## src/rtl/mcc_pkg.sv

```systemverilog
package mcc_pkg;
  typedef enum logic {
    HS_QUIET = 1'b0,
    HS_FAR   = 1'b1
  } hs_state_e;

  // sending permitted: forward role while quiet, backward role while far tone present
  function automatic logic send_ok(input logic fwd, input hs_state_e st);
    return fwd ? (st == HS_QUIET) : (st == HS_FAR);
  endfunction
endpackage

```

## src/rtl/mcc_state.sv

```systemverilog
module mcc_state
  import mcc_pkg::*;
(
  input  logic      clk_i,
  input  logic      rst_ni,
  input  logic      en_i,
  input  logic      on_i,
  input  logic      off_i,
  output hs_state_e st_d_o,
  output hs_state_e st_q_o
);
  hs_state_e st_q, st_d;

  always_comb begin
    st_d = st_q;
    if (en_i) begin
      if (on_i)       st_d = HS_FAR;
      else if (off_i) st_d = HS_QUIET;
    end
  end

  always_ff @(posedge clk_i or negedge rst_ni) begin
    if (!rst_ni) st_q <= HS_QUIET;
    else         st_q <= st_d;
  end

  assign st_d_o = st_d;
  assign st_q_o = st_q;
endmodule

```

## src/rtl/mcc_pend.sv

```systemverilog
module mcc_pend #(
  parameter int unsigned CODE_W = 4
) (
  input  logic              clk_i,
  input  logic              rst_ni,
  input  logic              load_i,
  input  logic              clr_i,
  input  logic [CODE_W-1:0] code_i,
  output logic              vld_o,
  output logic [CODE_W-1:0] code_o
);
  logic              vld_q;
  logic [CODE_W-1:0] code_q;

  always_ff @(posedge clk_i or negedge rst_ni) begin
    if (!rst_ni) begin
      vld_q  <= 1'b0;
      code_q <= '0;
    end else if (load_i) begin
      vld_q  <= 1'b1;     // newest request overwrites
      code_q <= code_i;
    end else if (clr_i) begin
      vld_q  <= 1'b0;
    end
  end

  assign vld_o  = vld_q;
  assign code_o = code_q;
endmodule

```

## src/rtl/mcc_report.sv

```systemverilog
module mcc_report #(
  parameter int unsigned CODE_W = 4
) (
  input  logic              clk_i,
  input  logic              rst_ni,
  input  logic              en_i,
  input  logic              eod_en_i,
  input  logic              on_i,
  input  logic              off_i,
  input  logic [CODE_W-1:0] code_i,
  output logic              vld_o,
  output logic [CODE_W-1:0] code_o
);
  localparam logic [CODE_W-1:0] EodCode = '0;

  logic              vld_q;
  logic [CODE_W-1:0] code_q;

  always_ff @(posedge clk_i or negedge rst_ni) begin
    if (!rst_ni) begin
      vld_q  <= 1'b0;
      code_q <= '0;
    end else begin
      vld_q <= 1'b0;
      if (en_i) begin
        if (on_i) begin
          vld_q  <= 1'b1;
          code_q <= code_i;
        end else if (off_i && eod_en_i) begin
          vld_q  <= 1'b1;
          code_q <= EodCode;
        end
      end
    end
  end

  assign vld_o  = vld_q;
  assign code_o = code_q;
endmodule

```

## src/rtl/mcc_ctrl.sv

```systemverilog
module mcc_ctrl
  import mcc_pkg::*;
#(
  parameter int unsigned CODE_W = 4
) (
  input  logic              clk_i,
  input  logic              rst_ni,
  input  logic              chan_en_i,
  input  logic              auto_i,
  input  logic              fwd_role_i,
  input  logic              eod_en_i,
  input  logic              cmd_valid_i,
  input  logic [CODE_W-1:0] cmd_code_i,
  input  logic              det_on_i,
  input  logic              det_off_i,
  input  logic [CODE_W-1:0] det_code_i,
  output logic [CODE_W-1:0] tx_code_o,
  output logic              far_sig_o,
  output logic              rpt_valid_o,
  output logic [CODE_W-1:0] rpt_code_o
);
  localparam logic [CODE_W-1:0] ToneOff = '0;

  hs_state_e         st_q, st_d;
  logic              ok_now, ok_next, enter_ok;
  logic              pend_load, pend_clr, pend_vld;
  logic [CODE_W-1:0] pend_code;
  logic [CODE_W-1:0] tx_q, tx_d;

  mcc_state u_state (
    .clk_i  (clk_i),
    .rst_ni (rst_ni),
    .en_i   (chan_en_i),
    .on_i   (det_on_i),
    .off_i  (det_off_i),
    .st_d_o (st_d),
    .st_q_o (st_q)
  );

  // requests are judged against the post-event state
  assign ok_now   = send_ok(fwd_role_i, st_q);
  assign ok_next  = send_ok(fwd_role_i, st_d);
  assign enter_ok = ok_next & ~ok_now;

  assign pend_load = chan_en_i & auto_i & ~ok_next & cmd_valid_i;
  assign pend_clr  = chan_en_i & (~auto_i | ok_next);

  mcc_pend #(.CODE_W(CODE_W)) u_pend (
    .clk_i  (clk_i),
    .rst_ni (rst_ni),
    .load_i (pend_load),
    .clr_i  (pend_clr),
    .code_i (cmd_code_i),
    .vld_o  (pend_vld),
    .code_o (pend_code)
  );

  always_comb begin
    tx_d = tx_q;
    if (chan_en_i) begin
      if (!auto_i) begin
        if (cmd_valid_i) tx_d = cmd_code_i;
      end else if (ok_next) begin
        if (cmd_valid_i)               tx_d = cmd_code_i;
        else if (enter_ok && pend_vld) tx_d = pend_code;
      end else begin
        tx_d = ToneOff;
      end
    end
  end

  always_ff @(posedge clk_i or negedge rst_ni) begin
    if (!rst_ni) tx_q <= ToneOff;
    else         tx_q <= tx_d;
  end

  mcc_report #(.CODE_W(CODE_W)) u_rpt (
    .clk_i    (clk_i),
    .rst_ni   (rst_ni),
    .en_i     (chan_en_i),
    .eod_en_i (eod_en_i),
    .on_i     (det_on_i),
    .off_i    (det_off_i),
    .code_i   (det_code_i),
    .vld_o    (rpt_valid_o),
    .code_o   (rpt_code_o)
  );

  assign tx_code_o = tx_q;
  assign far_sig_o = (st_q == HS_FAR);
endmodule

```

## config.mk

```make
export PLATFORM = sky130hd
export DESIGN_NAME = mcc_ctrl
export DESIGN_NICKNAME = d
export VERILOG_FILES = /design/src/rtl/mcc_pkg.sv /design/src/rtl/mcc_state.sv /design/src/rtl/mcc_pend.sv /design/src/rtl/mcc_report.sv /design/src/rtl/mcc_ctrl.sv
export SDC_FILE = /design/constraint.sdc
export NUM_CORES = 1
export LEC_CHECK = 0
export ABC_AREA = 1
export BUFFER_PORTS_ARGS = -buffer_cell sky130_fd_sc_hd__buf_2
export CAP_MARGIN = 0
export CORE_MARGIN = 3
export CORE_UTILIZATION = 40
export DETAILED_ROUTE_END_ITERATION = 10
export HOLD_SLACK_MARGIN = 0.15
export PLACE_DENSITY = 0.68
export SYNTH_ARGS = -nofsm -noshare
export SYNTH_HDL_FRONTEND = slang
export SYNTH_SLANG_ARGS = --single-unit
```

## constraint.sdc

```tcl
create_clock -name clk_i -period 1 [get_ports clk_i]
set_input_delay 0.1 -clock clk_i [delete_from_list [all_inputs] [get_ports clk_i]]
set_output_delay 0.1 -clock clk_i [all_outputs]
set_load 0.005 [all_outputs]
```

=== Word level (Yosys, flattened, before mapping) ===
Index checks and enable logic that the tools add are counted.

* Eq/ne operators: 1
* Mux-type cells: 17
* Bitwise operators: 11
* Reduce and logical (&&, ||, !) cells: 7

{| class="wikitable"
|+ Operators by type and width
! operator !! count
|-
| $mux W4 || 7
|-
| $mux W1 || 10
|-
| $reduce_bool A2 Y1 || 3
|-
| $and A1 B1 Y1 || 5
|-
| $not A1 Y1 || 5
|-
| $ne A3 B2 Y1 const B || 1
|-
| $reduce_and A3 Y1 || 1
|-
| $logic_and A1 B1 Y1 || 2
|-
| $reduce_and A2 Y1 || 1
|-
| $or A1 B1 Y1 || 1
|}

* Flip-flop bits (word level): 15
* Input port bits: 17
* Output and inout bits: 10
* Word-level logic and storage cells: 42

=== Longest topological paths before layout ===
Gate-level depths: netlist of run 1.

* Depth in word-level cells: 11
* Mapped depth: 8
* Gate-level depth less buffers: 8

=== Modules after synthesis ===
Synthesis of run 1 repeated with hierarchy kept, for this count alone.

* Cell total of the unflattened synthesis: 106
* Area total of the unflattened synthesis: 777.0 µm²

{| class="wikitable"
|+ By module, submodules not included
! module !! instances !! cells an instance !! area an instance (µm²) !! sequential area each (µm²)
|-
| mcc_ctrl || 1 || 59 || 357.8 || 100.1
|-
| mcc_report || 1 || 21 || 193.9 || 125.1
|-
| mcc_pend || 1 || 21 || 185.2 || 125.1
|-
| mcc_state || 1 || 5 || 40.0 || 25.0
|}

=== Least setup slack after synthesis of run 1 ===
No wires, ideal clock.

* Path type: register to register
* Start: register u_state.st_q (netlist: u_state.st_q_o)
* End: register u_pend.code_q[0] (netlist: u_pend.code_o[0])
* Library setup time: 117 ps
* Arrival time: 958 ps
* Path slack: -75 ps
* Stages on the path, launching flop included: 7
* Buffers on the path: 0
* Clock period less this slack: 1075 ps
* Path through: dfrtp_1 nand2_1 nand3_1 nand2_4 nand3_4 nand2_1 nand2_1

* Longest elaborated chain between the ends: 8

{| class="wikitable"
|+ Ends and longest elaborated chain
! what !! RTL line !! RTL
|-
| start: declaration || mcc_state.sv:12 || <nowiki>hs_state_e st_q, st_d;</nowiki>
|-
| start signal: assignment || mcc_state.sv:24 || <nowiki>else st_q <= st_d;</nowiki>
|-
| $mux W1 || mcc_state.sv:18 || <nowiki>else if (off_i) st_d = HS_QUIET;</nowiki>
|-
| $mux W1 || mcc_state.sv:17 || <nowiki>if (on_i) st_d = HS_FAR;</nowiki>
|-
| $mux W1 (*) || mcc_state.sv:16 || <nowiki>if (en_i) begin</nowiki>
|-
| $not A1 Y1 || mcc_pkg.sv:9 || <nowiki>return fwd ? (st == HS_QUIET) : (st == HS_FAR);</nowiki>
|-
| $mux W1 (*) || mcc_pkg.sv:9 ||
|-
| $not A1 Y1 (*) || mcc_ctrl.sv:45 || <nowiki>assign pend_load = chan_en_i & auto_i & ~ok_next & cmd_valid_i;</nowiki>
|-
| $and A1 B1 Y1 (*) (2 in series) || mcc_ctrl.sv:45 ||
|-
| end signal: assignment || mcc_pend.sv:21 || <nowiki>code_q <= code_i;</nowiki>
|-
| end: declaration || mcc_pend.sv:13 || <nowiki>logic [CODE_W-1:0] code_q;</nowiki>
|}

Mark *: on every way between the ends. The rest lies on a longest branch, timed or not.
A chain may end at the register's enable or synchronous reset.

=== Worst setup path in the final report of run 1 ===
* Start: register u_state.st_q (netlist: u_state.st_q_o)
* End: register u_pend.vld_q (netlist: u_pend.vld_o)

* Longest elaborated chain between the ends: 9

{| class="wikitable"
|+ Ends and longest elaborated chain
! what !! RTL line !! RTL
|-
| $mux W1 || mcc_state.sv:18 ||
|-
| $mux W1 || mcc_state.sv:17 ||
|-
| $mux W1 (*) || mcc_state.sv:16 ||
|-
| $not A1 Y1 || mcc_pkg.sv:9 ||
|-
| $mux W1 (*) || mcc_pkg.sv:9 ||
|-
| $not A1 Y1 || mcc_ctrl.sv:45 ||
|-
| $and A1 B1 Y1 (2 in series) || mcc_ctrl.sv:45 ||
|-
| $mux W1 or $reduce_bool A2 Y1 (tied branches) || - ||
|-
| end signal: assignment || mcc_pend.sv:17 || <nowiki>vld_q <= 1'b0;</nowiki>
|-
| end signal: assignment || mcc_pend.sv:20 || <nowiki>vld_q <= 1'b1;</nowiki>
|-
| end signal: assignment || mcc_pend.sv:23 || <nowiki>vld_q <= 1'b0;</nowiki>
|-
| end: declaration || mcc_pend.sv:12 || <nowiki>logic vld_q;</nowiki>
|}

Marked as above.

==> qor.yml, run 1 <==
outcome:
  outcome: "finished, violations left"
  violations: "negative setup slack"
floorplan:
  rows: 15
  die_area_um2: 2688
  die_x_um: 51.85
  die_h_um: 51.85
  coreArea_um2: 1858
  initial_utilization_pct: 45.25
  io_pins: 27
timing:
  slew_headroom_pct: 77.95
  rsz0062_at_grt: "yes"
  fin_setup_tns_ns: -0.8071
  fmax_mhz: 894.6
  skew_ns: 0.007305
  tightest_slew_ns: 0.3308
  period_share_pct: 111.8
  fin_crit_ns: 1.118
  setup_viol: 10
  final-max-slew-violation-count: 0
  layout_setup_ws_ns: -0.1178
  finalHoldViolations: 0
placed_design:
  post-place-ws_ns: -0.06627
  placed_area_um2: 1036
  dp_hpwl_um: 1417
  dp.cells: 155
  portBuffers: 26
  place.gp.congestion: 0.8033
clock_network:
  ctsLongestPathBuffers: 2
  cts_max_level: 1
  cts_buffers: 3
  clk-insertion-delay-late_ns: 0.29
  clock_sinks: 15
  cts_root_buffer: "clkbuf_4"
  clk_pin_slew_ns: 0.10
  cts_tree: "yes"
drt:
  drc: 0
  drt_iter0_drc: 14
  final_antenna_net_count: 0
  wl_per_cell_um: 11.44
  dr.pass1.iters: 4
  via_per_inst: 4.602
  drt_wl_total_um: 1957
  num_vias: 787
synthesis:
  synth.yosys.seq_area_share_pct: 44.64
  avgSynthCellArea_um2: 8.408
  ys_warn_count: 0
  syn-num-nets: 117
  syn_inst: 100
  syn-cell-area_um2: 840.8
  ys_ff_latch: 15
  yosysUniqueCellTypes: 13
global_routing:
  grt_pass1_vias: 745
  grt_antenna_before_repair: 0
  grtUsageTotal_pct: 15.47
  grt_max_degree: 16
  grt_overflow_total: 0
  grt_first_pass_wirelength_um: 3146
finish:
  drive_above_1_share_pct: 43.15
  fin_nets: 164
  area_growth_pct: 50.00
  layout_commonest_cell: "nand2_1"
  fillers: 159
  design_area_um2: 1261
  diodes: 0
  post-route-util_pct: 67.88
  finalNonFillerCells: 171
  final_cell_mix: "nand2_1, buf_2, dfrtp_1"
setup_path:
  cp_common_cell: "nand2_1"
  cp_num_buf_inv: 0
  critical_path_arrival_ns: 1.31
  cp_cell_sequence: "nand2_4, nand3_2, nand3_4, nand2_1, nand2_1, nand2_1"
  worstPathMaxFanout: 5
  crit_path_end_kind: "flip-flop"
  cpLargestDelayFamily: "simple AND/OR/NAND/NOR gates"
  worstSetupPathType: "flip-flop to flip-flop"
  cpMaxStageDelayCell: "dfrtp_2"
  required_ns: 1.19
  cp_slowest_stage_delay_ns: 0.46
  startpoint_type: "flip-flop"
run:
  drv_cap: 0
power_and_ir_drop:
  vdd_drop_max_v: 0.0009000
  power.density_nw_per_um2: 1252
  p_leak_uw: 0.0006927
min_path:
  hp-class: "input pin to flip-flop"
## routing by layer
metal	up-vias	wire (um)	global-route usage (%)	part of all wire, %
met4	0	12	5.240	0.61
met1	353	916	21.90	47
li1	418	-	-	-
met2	14	955	23.43	49
met3	2	73	2.865	3.7
met5	-	0	0	0
## registers in the layout, summed over array words and instances (netlist names)
signal          cells
tx_code_o           4
u_pend.code_o       4
u_rpt.vld_o         1
u_pend.vld_o        1
u_state.st_q_o      1
u_rpt.code_o        4
## tightest hold or removal path, stage by stage
cell,delay [ns]
buf_2,0.10
nand3_1,0.16
nand2_1,0.07
## where the power goes
| group | internal (uW) | switching, uW |
|---|---|---|
| Clock | 152 | 210 |
| Combinational | 212 | 243 |
| Sequential | 701 | 60.6 |
## through the flow
stage               hold WS, ns  power [uW]
floorplan               -0.1956       975.0
global placement        0.02280        1127
detailed placement      0.02583        1136
CTS                      0.1626        1557
global route             0.2013        1676
finish                   0.1783        1579
## cell families after synthesis
family                 Yosys count  synth area share, %
AND/OR/NAND/NOR                 65                43.45
flip-flops                      15                44.64
buffers and inverters           15                7.589
AO/OA/AOI/OAI                    5                4.316
## repair_timing
action,CTS,global route
pin swaps,1,4
endpoints found under the hold margin,23,0
endpoints found under the setup margin,9,10
gates resized for setup,7,10
buffers inserted,0,1
hold buffers,11,0
## cell usage after synthesis
master   number  area share [%]
buf_6         1             1.3
nand2_4       5             6.7
dfrtp_1      15              45
inv_2         2            0.89
nand3_2       3             3.6
nand2_1      31              14
nand4_1       4             3.0
inv_1        12             5.4
nand2_2       2             1.5
o21ai_0       4             2.4
nand3_1      18              11
nand3_4       2             4.2
a21oi_4       1             1.9
## path summary, 6_finish.rpt
path,slack [ns],cells after the start,end,start
max,-0.12,6,u_pend.vld_o,u_state.st_q_o
min,0.18,3,u_rpt.vld_o,det_off_i
max reg2reg,-0.12,6,u_pend.vld_o,u_state.st_q_o
min reg2reg,0.48,2,u_pend.code_o[1],u_pend.code_o[1]
max in group asynchronous,0.50,2,u_state.st_q_o,rst_ni
min in group asynchronous,0.23,2,u_rpt.code_o[2],rst_ni
## cell type report
class / instances / area (um2) / share of cell area (%)
flip-flops and latches: 15 / 376.6 / 29.86
clock buffers: 3 / 22.52 / 1.786
clock inverters: 1 / 7.507 / 0.5952
well taps: 25 / 31.28 / 2.480
multi-input cells: 70 / 479.2 / 38.00
repair buffers: 43 / 291.5 / 23.12
inverters: 14 / 52.55 / 4.167
Power figures use the tool's default switching activity.
==> run 2, diff against run 1 <==
BUFFER_PORTS_ARGS = unset   (was -buffer_cell sky130_fd_sc_hd__buf_2)
DONT_BUFFER_PORTS = 1   (was unset)
PLACE_DENSITY = unset   (was 0.68)
==> qor.yml, run 2 (synthesized netlist as in run 1, its figures left out) <==
outcome:
  outcome: "finished, violations left"  # unchanged
  violations: "negative hold slack, negative setup slack"  # was negative setup slack
setup_path:
  cp_num_buf_inv: 0  # unchanged
  critical_path_arrival_ns: 1.25  # was 1.31 ns
  cp_slowest_stage_delay_ns: 0.42  # was 0.46 ns
  required_ns: 1.17  # was 1.19 ns
  worstPathMaxFanout: 5  # unchanged
  cp_common_cell: "nand2_1"  # unchanged
  ff2ff_setup_slack_ns: -0.08  # was -0.12 ns
  cp_cell_sequence: "nand2_2, nand3_2, nand3_4, nand2_1, nand2_1, nand2_1"  # was nand2_4, nand3_2, nand3_4, nand2_1, nand2_1, nand2_1
  cpMaxStageDelayCell: "dfrtp_1"  # was dfrtp_2
  reg2reg_to: "u_pend.vld_o"  # unchanged
  startpoint_type: "flip-flop"  # unchanged
  worstSetupPathType: "flip-flop to flip-flop"  # unchanged
  rr_worst_depth: 6  # unchanged
  r2r-start: "u_state.st_q_o"  # unchanged
  crit_path_end_kind: "flip-flop"  # unchanged
  cpLargestDelayFamily: "simple AND/OR/NAND/NOR gates"  # unchanged
clock_network:
  cts_max_level: 1  # unchanged
  cts_buffers: 3  # unchanged
  ctsLongestPathBuffers: 2  # unchanged
  clk-insertion-delay-late_ns: 0.28  # was 0.29 ns
  cts_root_buffer: "clkbuf_4"  # unchanged
  clk_pin_slew_ns: 0.08  # was 0.10 ns
  clock_sinks: 15  # unchanged
  cts_tree: "yes"  # unchanged
timing:
  final-max-slew-violation-count: 0  # unchanged
  layout_setup_ws_ns: -0.07961  # was -0.1178 ns
  skew_ns: 0.002982  # was 0.007305 ns
  slew_headroom_pct: 54.76  # was 77.95%
  rsz0062_at_grt: "yes"  # unchanged
  fin_crit_ns: 1.080  # was 1.118 ns
  period_share_pct: 108.0  # was 111.8%
  fmax_mhz: 926.3  # was 894.6 MHz
  hold_ws_ns: -0.03297  # was 0.1783 ns
  setup_viol: 10  # unchanged
  finalHoldViolations: 5  # was 0
  tightest_slew_ns: 0.6764  # was 0.3308 ns
global_routing:
  grt_overflow_total: 0  # unchanged
  grt_max_degree: 16  # unchanged
  grt_antenna_before_repair: 0  # unchanged
  grt_pass1_vias: 624  # was 745
  grtUsageTotal_pct: 13.82  # was 15.47%
  grt_first_pass_wirelength_um: 2739  # was 3146 um
power_and_ir_drop:
  power_uw: 1416  # was 1579 uW
  clkPwrFrac_pct: 23.9  # was 22.9%
  p_switching_uw: 423.0  # was 513.7 uW
  p_leak_uw: 0.0005436  # was 0.0006927 uW
  netSwitchingFraction_pct: 29.87  # was 32.54%
  power_frac_seq_pct: 54.1  # was 48.3%
  p_comb_share_pct: 22.0  # was 28.8%
  p_int_uw: 993.2  # was 1065 uW
  power.density_nw_per_um2: 1360  # was 1252 nW/um2
  vdd_drop_max_v: 0.0009243  # was 0.0009000 V
min_path:
  hold_start: "cmd_valid_i"  # was det_off_i
  hold_end: "u_pend.code_o[3]"  # was u_rpt.vld_o
  hold_depth: 2  # was 3
  hp-class: "input pin to flip-flop"  # unchanged
drt:
  num_vias: 678  # was 787
  dr.pass1.iters: 4  # unchanged
  wl_per_cell_um: 11.86  # was 11.44 um
  drc: 0  # unchanged
  drt_wl_total_um: 1660  # was 1957 um
  drt_iter0_drc: 17  # was 14
  final_antenna_net_count: 0  # unchanged
  via_per_inst: 4.843  # was 4.602
finish:
  drive_above_1_share_pct: 20.87  # was 43.15%
  area_growth_pct: 23.81  # was 50.00%
  post-route-util_pct: 56.03  # was 67.88%
  final_cell_mix: "nand2_1, nand3_1, dfrtp_1"  # was nand2_1, buf_2, dfrtp_1
  fillers: 160  # was 159
  layout_commonest_cell: "nand2_1"  # unchanged
  diodes: 0  # unchanged
  fin_nets: 133  # was 164
  design_area_um2: 1041  # was 1261 um2
floorplan:
  die_area_um2: 2688  # unchanged
  coreArea_um2: 1858  # unchanged
  die_h_um: 51.85  # unchanged
  die_x_um: 51.85  # unchanged
  initial_utilization_pct: 45.25  # unchanged
  rows: 15  # unchanged
  io_pins: 27  # unchanged
placed_design:
  portBuffers: 0  # was 26
  placed_area_um2: 875.8  # was 1036 um2
  dp_hpwl_um: 1259  # was 1417 um
  place.gp.congestion: 0.8062  # was 0.8033
run:
  drv_cap: 0  # unchanged
-- run 2: cell types whose count changed in the layout (fill, tap and decap cells not counted), sizes merged --
cell / before / now
clkinvlp: 1 / 0
dlygate4sd3: 11 / 10
buf: 32 / 2
clkbuf: 3 / 4
-- run 2: timing repair --
action                                 CTS  global route
hold buffers                             8             2
pin swaps                                0             1
setup endpoints to repair                9             9
cloned                                   0             0
resized for setup                        0             6
setup buffers                            0             1
endpoints found under the hold margin   30            14
-- run 2: per-stage QoR --
step	hold slack, ns	TNS (ns)	worst slack [ns]	instances
floorplan	-0.1956	0	0.005187	100
global placement	-0.1953	-0.2361	-0.04170	125
detailed placement	-0.1953	-0.4493	-0.06400	125
CTS	-0.04045	-0.6135	-0.07885	137
global route	-0.02376	-1.234	-0.1431	140
finish	-0.03297	-0.5861	-0.07961	140
-- run 2: per-layer routing --
metal,wire length [um],global-route usage (%),part of all wire (%),vias up
met5,0,0,0,-
met4,15,3.930,0.90,0
met3,116,6.877,7.0,2
met2,805,21.97,48,18
met1,723,16.28,44,302
li1,-,-,-,356
-- run 2: power groups by stage --
| stage | Combinational, uW | Sequential (uW) | Clock [uW] |
|---|---|---|---|
| 3_5_place_dp | 242 | 776 | 0 |
| 6_report | 311 | 766 | 339 |
| 4_1_cts | 278 | 764 | 360 |
| 5_1_grt | 355 | 777 | 379 |
| 2_1_floorplan | 216 | 759 | 0 |
| 3_3_place_gp | 239 | 777 | 0 |
-- run 2: worst max-delay path by stage --
stage | endpoint | start | cells past startpoint
after global placement | tx_code_o[3] | u_state.st_q_o | 6
final | u_pend.vld_o | u_state.st_q_o | 6
after detailed placement | tx_code_o[3] | u_state.st_q_o | 6
after CTS | tx_code_o[0] | u_state.st_q_o | 6
after floorplan | tx_code_o[0] | u_state.st_q_o | 6
after global routing | u_pend.vld_o | u_state.st_q_o | 6
-- run 2: area by class of cell --
class / instances / area, um2 / share of cell area, %
inverters: 14 / 52.55 / 5.048
clock buffers: 4 / 26.28 / 2.524
flip-flops and latches: 15 / 375.4 / 36.06
repair buffers: 12 / 118.9 / 11.42
multi-input cells: 70 / 436.7 / 41.95
well taps: 25 / 31.28 / 3.005
==> run 3, diff against run 2 <==
CORE_ASPECT_RATIO = 0.7   (was unset)
==> qor.yml, run 3 (synthesized netlist as in run 1, its figures left out) <==
setup_path:
  worstPathMaxFanout: 5  # unchanged
  critical_path_arrival_ns: 1.27  # was 1.25 ns
  crit_path_end_kind: "flip-flop"  # unchanged
  worstSetupPathType: "flip-flop to flip-flop"  # unchanged
  startpoint_type: "flip-flop"  # unchanged
  required_ns: 1.18  # was 1.17 ns
timing:
  skew_ns: 0.004309  # was 0.002982 ns
  hold_ws_ns: -0.05119  # was -0.03297 ns
  fin_crit_ns: 1.094  # was 1.080 ns
  layout_setup_ws_ns: -0.09390  # was -0.07961 ns
  period_share_pct: 109.4  # was 108.0%
  rsz0062_at_grt: "yes"  # unchanged
  fmax_mhz: 914.2  # was 926.3 MHz
  tightest_slew_ns: 0.6779  # was 0.6764 ns
  finalHoldViolations: 5  # unchanged
  setup_viol: 10  # unchanged
  slew_headroom_pct: 54.66  # was 54.76%
  final-max-slew-violation-count: 0  # unchanged
outcome:
  violations: "negative hold slack, negative setup slack"  # unchanged
  outcome: "finished, violations left"  # unchanged
power_and_ir_drop:
  p_int_uw: 1004  # was 993.2 uW
  power_uw: 1470  # was 1416 uW
  power.density_nw_per_um2: 1398  # was 1360 nW/um2
  p_leak_uw: 0.0005402  # was 0.0005436 uW
  p_comb_share_pct: 22.5  # was 22.0%
  clkPwrFrac_pct: 24.2  # was 23.9%
  vdd_drop_max_v: 0.0006707  # was 0.0009243 V
  netSwitchingFraction_pct: 31.69  # was 29.87%
  power_frac_seq_pct: 53.3  # was 54.1%
  p_switching_uw: 465.7  # was 423.0 uW
global_routing:
  grt_antenna_before_repair: 0  # unchanged
  grt_pass1_vias: 671  # was 624
  grt_first_pass_wirelength_um: 3277  # was 2739 um
  grt_overflow_total: 0  # unchanged
  grt_max_degree: 16  # unchanged
  grtUsageTotal_pct: 16.90  # was 13.82%
clock_network:
  clk-insertion-delay-late_ns: 0.29  # was 0.28 ns
  cts_buffers: 3  # unchanged
  ctsLongestPathBuffers: 2  # unchanged
  cts_root_buffer: "clkbuf_4"  # unchanged
  holdBufCountCts: 9  # was 8
  cts_max_level: 1  # unchanged
  clock_sinks: 15  # unchanged
  clk_pin_slew_ns: 0.09  # was 0.08 ns
  cts_tree: "yes"  # unchanged
placed_design:
  dp.cells: 122  # was 125
  post-place-ws_ns: -0.08074  # was -0.06400 ns
  place.gp.congestion: 0.7641  # was 0.8062
  dp_hpwl_um: 1268  # was 1259 um
  portBuffers: 0  # unchanged
finish:
  fillers: 179  # was 160
  area_growth_pct: 25.00  # was 23.81%
  layout_commonest_cell: "nand2_1"  # unchanged
  final_cell_mix: "nand2_1, nand3_1, dfrtp_1"  # unchanged
  drive_above_1_share_pct: 25.22  # was 20.87%
  diodes: 0  # unchanged
  finalNonFillerCells: 137  # was 140
  fin_nets: 133  # unchanged
floorplan:
  coreArea_um2: 1919  # was 1858 um2
  die_area_um2: 2697  # was 2688 um2
  initial_utilization_pct: 43.81  # was 45.25%
  io_pins: 27  # unchanged
  die_x_um: 60.80  # was 51.85 um
  die_h_um: 44.36  # was 51.85 um
  rows: 13  # was 15
drt:
  dr.pass1.iters: 4  # unchanged
  drt_iter0_drc: 30  # was 17
  wl_per_cell_um: 14.37  # was 11.86 um
  num_vias: 688  # was 678
  drc: 0  # unchanged
  via_per_inst: 5.022  # was 4.843
  drt_wl_total_um: 1969  # was 1660 um
  final_antenna_net_count: 0  # unchanged
min_path:
  hp-class: "input pin to flip-flop"  # unchanged
run:
  drv_cap: 0  # unchanged
run 3: cell type report:
| type | instances | area, um2 | area share, % |
|---|---|---|---|
| Multi-Input combinational cell | 70 | 451.7 | 42.98 |
| Sequential cell | 15 | 376.6 | 35.83 |
| Timing Repair Buffer | 12 | 116.4 | 11.07 |
| Inverter | 14 | 52.55 | 5.000 |
| Tap cell | 22 | 27.53 | 2.619 |
| Clock buffer | 4 | 26.28 | 2.500 |
run 3: metrics by stage:
step	setup TNS (ns)	util [%]	instance area, um2
final	-0.7266	54.76	1051
after global routing	-1.355	54.76	1051
after CTS	-0.6127	53.52	1027
after detailed placement	-0.5182	45.44	872.1
after global placement	-0.2182	45.44	872.1
after floorplan	0	-	848.3
run 3: worst max-delay path, stage by stage, from the launching register on:
cell	delay, ns
dfrtp_2	0.43
nand2_4	0.09
nand2_4	0.10
nand2_4	0.05
nand2_4	0.09
nand3_4	0.11
nand2_2	0.07
nand2_1	0.05
run 3: final timing paths:
kind | start | end | cells past startpoint | slack (ns)
setup / recovery | u_state.st_q_o | u_pend.code_o[1] | 7 | -0.09
hold / removal | cmd_valid_i | u_pend.code_o[0] | 2 | -0.05
setup reg to reg | u_state.st_q_o | u_pend.code_o[1] | 7 | -0.09
hold reg to reg | u_pend.vld_o | u_pend.vld_o | 2 | 0.51
max in group asynchronous | rst_ni | u_state.st_q_o | 1 | 0.24
min in group asynchronous | rst_ni | u_pend.code_o[2] | 1 | 0.28
run 3: repair_timing:
action	CTS	global route
endpoints found under the setup margin	9	10
pin swaps	1	2
endpoints found under the hold margin	29	10
gates resized for setup	4	8
buffers inserted	2	0
run 3: layer usage:
| metal | vias to the layer above | GRT usage, % | part of all wire (%) |
|---|---|---|---|
| li1 | 356 | - | - |
| met1 | 315 | 23.08 | 48 |
| met2 | 15 | 24.52 | 46 |
| met3 | 2 | 7.580 | 5.0 |
| met4 | 0 | 3.896 | 1.1 |
| met5 | - | 0 | 0 |
run 3: power groups by stage:
stage                     combinational (uW)  clock [uW]  sequential (uW)
after global placement                   244           0              783
after CTS                                313         364              767
after global routing                     373         396              794
after detailed placement                 244           0              780
after floorplan                          216           0              759
final                                    331         356              784
